$ cat src/rtl/alarm_pkg.sv
package alarm_pkg;
  localparam int FIELDS = 6;
  localparam int ADDR_W = 3;
  localparam int REG_W  = 8;
  localparam int VAL_W  = 7;
  localparam int EN_BIT = REG_W - 1;

  localparam logic [ADDR_W-1:0] ADDR_CTRL = 3'd6;
  localparam logic [ADDR_W-1:0] ADDR_STAT = 3'd7;

  typedef enum logic {
    IRQ_LEVEL = 1'b0,
    IRQ_PULSE = 1'b1
  } irq_mode_e;

  typedef logic [FIELDS-1:0][VAL_W-1:0] time_vec_t;
  typedef logic [FIELDS-1:0][REG_W-1:0] alarm_vec_t;
endpackage

$ cat src/rtl/alarm_regfile.sv
module alarm_regfile
  import alarm_pkg::*;
(
  input  logic              clk,
  input  logic              rst_n,
  input  logic              wr_en,
  input  logic [ADDR_W-1:0] wr_addr,
  input  logic [REG_W-1:0]  wr_data,
  input  logic [ADDR_W-1:0] rd_addr,
  input  logic              status,
  output alarm_vec_t        alarms,
  output irq_mode_e         mode,
  output logic              clr_req,
  output logic [REG_W-1:0]  rd_data
);

  // one register per calendar field
  for (genvar g = 0; g < FIELDS; g++) begin : g_field
    always_ff @(posedge clk or negedge rst_n) begin
      if (!rst_n) begin
        alarms[g] <= '0;
      end else if (wr_en && wr_addr == ADDR_W'(g)) begin
        alarms[g] <= wr_data;
      end
    end
  end

  always_ff @(posedge clk or negedge rst_n) begin
    if (!rst_n) begin
      mode <= IRQ_LEVEL;
    end else if (wr_en && wr_addr == ADDR_CTRL) begin
      mode <= irq_mode_e'(wr_data[0]);
    end
  end

  // a write of 0 to the flag bit requests a clear; a 1 does nothing
  assign clr_req = wr_en && (wr_addr == ADDR_STAT) && !wr_data[0];

  always_comb begin
    rd_data = '0;
    for (int i = 0; i < FIELDS; i++) begin
      if (rd_addr == ADDR_W'(i)) rd_data = alarms[i];
    end
    if (rd_addr == ADDR_CTRL) rd_data = {{(REG_W-1){1'b0}}, mode};
    if (rd_addr == ADDR_STAT) rd_data = {{(REG_W-1){1'b0}}, status};
  end

  assert_mode_hold_R2: assert property (@(posedge clk) disable iff (!rst_n)
    !(wr_en && wr_addr == ADDR_CTRL) |=> $stable(mode));

endmodule

$ cat src/rtl/alarm_match.sv
module alarm_match
  import alarm_pkg::*;
(
  input  logic       tick,
  input  time_vec_t  now,
  input  alarm_vec_t alarms,
  output logic       hit
);

  logic [FIELDS-1:0] field_en;
  logic [FIELDS-1:0] field_ok;

  for (genvar g = 0; g < FIELDS; g++) begin : g_cmp
    assign field_en[g] = alarms[g][EN_BIT];
    assign field_ok[g] = !field_en[g] || (alarms[g][VAL_W-1:0] == now[g]);
  end

  // at least one enabled field, all enabled fields equal, on a strobe only
  assign hit = tick && (|field_en) && (&field_ok);

endmodule

$ cat src/rtl/alarm_irq.sv
module alarm_irq
  import alarm_pkg::*;
#(
  parameter int PULSE_CYCLES = 4
) (
  input  logic      clk,
  input  logic      rst_n,
  input  irq_mode_e mode,
  input  logic      hit,
  input  logic      clr_req,
  output logic      status,
  output logic      irq_n
);

  localparam int CNT_W = $clog2(PULSE_CYCLES + 1);

  logic [CNT_W-1:0] pulse_cnt;
  logic [CNT_W:0]   low_run;

  // set has priority over a clear in the same cycle
  always_ff @(posedge clk or negedge rst_n) begin
    if (!rst_n)       status <= 1'b0;
    else if (hit)     status <= 1'b1;
    else if (clr_req) status <= 1'b0;
  end

  always_ff @(posedge clk or negedge rst_n) begin
    if (!rst_n)              pulse_cnt <= '0;
    else if (hit)            pulse_cnt <= CNT_W'(PULSE_CYCLES);
    else if (pulse_cnt != 0) pulse_cnt <= pulse_cnt - 1'b1;
  end

  assign irq_n = (mode == IRQ_PULSE) ? (pulse_cnt == 0) : !status;

  // checker: length of the current low run since the last match
  always_ff @(posedge clk or negedge rst_n) begin
    if (!rst_n)      low_run <= '0;
    else if (hit)    low_run <= '0;
    else if (!irq_n) low_run <= low_run + 1'b1;
    else             low_run <= '0;
  end

  assert_status_set_R6: assert property (@(posedge clk) disable iff (!rst_n)
    hit |=> status);

  assert_level_clear_R7: assert property (@(posedge clk) disable iff (!rst_n)
    (mode == IRQ_LEVEL && clr_req && !hit) |=> (irq_n || mode != IRQ_LEVEL));

  assert_pulse_width_R8: assert property (@(posedge clk) disable iff (!rst_n)
    (mode == IRQ_PULSE && !irq_n) |-> (low_run < (CNT_W+1)'(PULSE_CYCLES)));

  assert_set_wins_R9: assert property (@(posedge clk) disable iff (!rst_n)
    (hit && clr_req) |=> status);

endmodule

$ cat src/rtl/alarm_irq_top.sv
module alarm_irq_top
  import alarm_pkg::*;
#(
  parameter int PULSE_CYCLES = 4
) (
  input  logic              clk,
  input  logic              rst_n,
  input  logic              tm_tick,
  input  logic [VAL_W-1:0]  tm_sec,
  input  logic [VAL_W-1:0]  tm_min,
  input  logic [VAL_W-1:0]  tm_hour,
  input  logic [VAL_W-1:0]  tm_date,
  input  logic [VAL_W-1:0]  tm_month,
  input  logic [VAL_W-1:0]  tm_wday,
  input  logic              reg_wr_en,
  input  logic [ADDR_W-1:0] reg_wr_addr,
  input  logic [REG_W-1:0]  reg_wr_data,
  input  logic [ADDR_W-1:0] reg_rd_addr,
  output logic [REG_W-1:0]  reg_rd_data,
  output logic              irq_n
);

  time_vec_t  now;
  alarm_vec_t alarms;
  irq_mode_e  mode;
  logic       clr_req;
  logic       status;
  logic       hit;

  assign now = {tm_wday, tm_month, tm_date, tm_hour, tm_min, tm_sec};

  alarm_regfile i_regs (
    .clk     (clk),
    .rst_n   (rst_n),
    .wr_en   (reg_wr_en),
    .wr_addr (reg_wr_addr),
    .wr_data (reg_wr_data),
    .rd_addr (reg_rd_addr),
    .status  (status),
    .alarms  (alarms),
    .mode    (mode),
    .clr_req (clr_req),
    .rd_data (reg_rd_data)
  );

  alarm_match i_match (
    .tick   (tm_tick),
    .now    (now),
    .alarms (alarms),
    .hit    (hit)
  );

  alarm_irq #(.PULSE_CYCLES(PULSE_CYCLES)) i_irq (
    .clk     (clk),
    .rst_n   (rst_n),
    .mode    (mode),
    .hit     (hit),
    .clr_req (clr_req),
    .status  (status),
    .irq_n   (irq_n)
  );

  assert_no_hit_without_tick_R5: assert property (@(posedge clk) disable iff (!rst_n)
    !tm_tick |=> $stable(status) || !status);

  assert_all_off_quiet_R4: assert property (@(posedge clk) disable iff (!rst_n)
    (alarms[0][EN_BIT] == 1'b0 && alarms[1][EN_BIT] == 1'b0 &&
     alarms[2][EN_BIT] == 1'b0 && alarms[3][EN_BIT] == 1'b0 &&
     alarms[4][EN_BIT] == 1'b0 && alarms[5][EN_BIT] == 1'b0 && !status)
    |=> !status);

endmodule

$ cat config.mk
export PLATFORM = sky130hd
export DESIGN_NAME = alarm_irq_top
export DESIGN_NICKNAME = d
export VERILOG_FILES = /design/src/rtl/alarm_pkg.sv /design/src/rtl/alarm_regfile.sv /design/src/rtl/alarm_match.sv /design/src/rtl/alarm_irq.sv /design/src/rtl/alarm_irq_top.sv
export SDC_FILE = /design/constraint.sdc
export NUM_CORES = 1
export LEC_CHECK = 0
export BUFFER_PORTS_ARGS = -buffer_cell sky130_fd_sc_hd__clkbuf_2
export CAP_MARGIN = 5
export CORE_UTILIZATION = 54
export DETAILED_ROUTE_END_ITERATION = 8
export PLACE_DENSITY_LB_ADDON = 0.3
export SLEW_MARGIN = 20
export SYNTH_ARGS = -nofsm -noshare
export SYNTH_HDL_FRONTEND = slang
export SYNTH_SLANG_ARGS = --single-unit
$ cat constraint.sdc
create_clock -name clk -period 2.13 [get_ports clk]
set_input_delay 0.3195 -clock clk [delete_from_list [all_inputs] [get_ports clk]]
set_output_delay 0.3195 -clock clk [all_outputs]
set_load 0.05 [all_outputs]
==> qor.txt <==
TIMING
------------------------------------------------------------------------------------
Slew at the pin with the worst max-slew slack                               0.621 ns
Fmax                                                                         490 MHz
Setup slack after layout                                                   0.0883 ns
Minimum clock period                                                         2.04 ns
Number of hold violations in the final report                                      0
Max Clock Skew                                                            0.00468 ns
Finish-stage setup viols                                                           0
Worst hold slack                                                            0.337 ns
Total negative slack for setup checks                                           0 ns
Final critical-path share of the clock period                                  0.959
Number of slew-limit violations in the final report                                0
Max-slew headroom at the worst pin                                             0.581
Unrepaired setup endpoints after global routing                                   no

CELLS AND AREA
------------------------------------------------------------------------------------
Final core occ                                                                 0.681
N_diodes                                                                           0
Synth-to-Final Area Change                                                     19.8%
Share of layout cells above drive strength 1                                   0.435
Net count of the finished layout                                                 385

DETAILED ROUTING
------------------------------------------------------------------------------------
Wire length reported by the detailed router                                  6870 um
Number of vias per cell after detailed routing                                  5.57
Pre-Repair DR Iteration Count                                                      4
Antenna viol nets, final                                                           0
Vias                                                                            2194
Drc violations                                                                     0
Average wire per cell in the routed design                                   17.4 um
1st-iter DRT viols                                                                79

CLOCKING
------------------------------------------------------------------------------------
Clock tree from TritonCTS                                                        yes
Clock latency reported for the late side of the worst-skew pair              0.31 ns
Clock Tree Root                                                             clkbuf_8
Number of CTS-inserted buffers                                                     5
TritonCTS sink count                                                              53
Clock-pin transition on the worst setup and hold timing paths                0.09 ns
# H-tree levels                                                                    2
Maximum clock insertion buffer count                                               2

SETUP PATH
------------------------------------------------------------------------------------
Startpoint of the lowest-slack register-to-register path                i_regs.alarms[7]
Worst reg2reg setup slack                                                    0.37 ns
WP data arrival                                                              1.72 ns
Startpoint Class                                                           flip-flop
Worst setup startpoint                                                   i_regs.mode
Crit Path Class                                                              reg2out
Largest fanout of any net on the critical path                                     4
Worst path required time                                                     1.81 ns
Worst Setup End Kind                                                      output pin
Worst reg-to-reg path cell count                                                   4

PWR
------------------------------------------------------------------------------------
Net switching power of the design                                            1.10 mW
LEAKAGE                                                                      1.58 nW
Proportion of power drawn by combinational gates                               0.345
Power density over cell area                                             876 nW/um^2
Net Sw Frac                                                                    0.354
P_int                                                                        2.01 mW
Worst-case vdd ir drop                                                      0.601 mV
Part of the total power dissipated in sequential elements                      0.478
Clock share of power                                                           0.176

FLOORPLAN
------------------------------------------------------------------------------------
Chip Height                                                                  76.1 um
Standard cell core area                                                   5200 sq um
Boundary pin count                                                                69
Die W                                                                        76.1 um
Die area                                                                  5780 sq um
# rows                                                                            26
Initial core utilization                                                       0.569

SYNTH
------------------------------------------------------------------------------------
Top-area cell type share of the netlist area                                   0.448
Proportion of synthesized area in mux cells                                    0.256
Net Count, Synth                                                                 306
Combined area of all synthesized cells                                    2960 sq um
Cell variety after synth                                                          28
#FFs+latches synth                                                                53
Fraction of the mapped netlist area in simple logic gates                     0.0837
Ys async rst share                                                              1.00
Most common cell in the synthesized netlist                                  dfrtp_1
Warning count from the yosys run                                                   0
Post-synthesis area per instance                                          12.1 sq um
Sequential area share after synthesis                                          0.448
Dominant combinational cell family by area after synthesis              multiplexers
Xor-xnor portion of the synthesized cell area                                  0.127
Ranking of synthesized cells by area                                    dfrtp_1, mux2_2, xnor2_1
Synthesized-area fraction occupied by adder cells                            0.00845
Biggest area consumer among synthesized cells                                dfrtp_1
Cell types with the highest counts after synthesis                      dfrtp_1, mux2_2, xnor2_1
Area fraction in compound gates after synthesis                               0.0651
Cell count after synthesis                                                       244
Count of flip-flops with a built-in enable after synthesis                         0
Dominant synthesized flop cell                                               dfrtp_1

PLACEMENT
------------------------------------------------------------------------------------
Input/output buffers                                                              68
Half-perimeter wire length of the detailed placement result                  5410 um
Post-Place Setup Slack                                                      0.168 ns
Weighted congestion at the end of routability-driven global placement          0.838

HOLD PATH
------------------------------------------------------------------------------------
Worst Hold Launch                                                       reg_wr_data[6]
Worst Hold Path Cells                                                              2
Worst hold path type                                                          in2reg

FLOW RUN
------------------------------------------------------------------------------------
Max-cap violation count                                                            0

GRT
------------------------------------------------------------------------------------
Pin count of the biggest net entering global routing                              35
Initial antenna violation count                                                    0
First-pass GRT wire length                                                  11000 um
Overall overflow remaining after global route                                      0
Number of global-route vias before repair                                       2159
GRT Overall Usage                                                              0.251

RUN STATUS
------------------------------------------------------------------------------------
Run status                                                              complete, no violations

[layer usage]
layer | vias to the layer above | global-route usage | wire length (um)
li1 | 1052 | - | -
met1 | 1066 | 0.344 | 3040
met2 | 71 | 0.417 | 3410
met3 | 5 | 0.0443 | 362
met4 | 0 | 0.0596 | 62
met5 | - | 0 | 0
[worst max-delay path, stage by stage, from the launching register on]
cell and delay [ns]:
dfrtp_1 0.43, mux4_2 0.48, mux2_2 0.28, clkbuf_2 0.24
[registers in the layout, summed over array words and instances (netlist names)]
register,flops
i_irq.status,1
i_irq.pulse_cnt,3
i_regs.mode,1
i_regs.alarms,48
[power groups by stage]
stage	clock (mW)	combinational, mW	sequential (mW)
2_1_floorplan	0	0.810	1.43
3_3_place_gp	0	1.04	1.49
3_5_place_dp	0	1.07	1.51
4_1_cts	0.558	1.08	1.49
5_1_grt	0.592	1.17	1.52
6_report	0.548	1.07	1.49
[cells in the final DEF, fill, tap and decap left out, drive strengths merged, types with 3 or more instances in the layout]
cell	netlist	final
nor2	10	10
nand2	10	10
xnor2	25	25
nand4	8	8
o221ai	7	7
mux2	50	50
buf	4	9
o41ai	6	6
dfrtp	53	53
a21oi	10	10
nor3b	3	3
xor2	18	18
clkbuf	2	76
mux2i	15	15
o21ai	4	4
[final cells by class]
class	count	area, sq um
Multi-Input combinational cell	183	1620
Fill cell	425	1660
Sequential cell	53	1330
Tap cell	70	87.6
Inverter	2	7.51
Timing Repair Buffer	78	430
Clock buffer	8	80.1
[cell families (layout without fill, tap and decap cells)]
kind of cell,count (synthesis),count (layout)
XOR/XNOR,43,43
adder cells (fa/ha/maj),2,2
AND/OR/NAND/NOR,43,43
flip-flops,53,53
buffers and inverters,8,88
multiplexers,67,67
AO/OA/AOI/OAI,28,28
[final timing paths]
kind | endpoint
max | reg_rd_data[0]
min | i_regs.alarms[22]
max reg2reg | i_irq.pulse_cnt[1]
min reg2reg | i_irq.pulse_cnt[2]
max in group asynchronous | i_regs.alarms[20]
min in group asynchronous | i_irq.pulse_cnt[2]
[through the flow]
| step | cell area, sq um | total power, mW | std cells |
|---|---|---|---|
| floorplan | 2970 | 2.24 | 244 |
| CTS | 3540 | 3.12 | 394 |
| global route | 3550 | 3.28 | 394 |
| detailed placement | 3450 | 2.58 | 385 |
| finish | 3550 | 3.11 | 394 |
| global placement | 3450 | 2.53 | 385 |
[timing repair]
| action | in CTS | in global routing |
|---|---|---|
| setup buffers | 0 | 0 |
| setup endpoints to repair | 0 | 1 |
| hold buffers | 1 | 0 |
| endpoints found under the hold margin | 19 | 0 |
| resized for setup | 0 | 1 |
(Power assumes the default switching activity.)
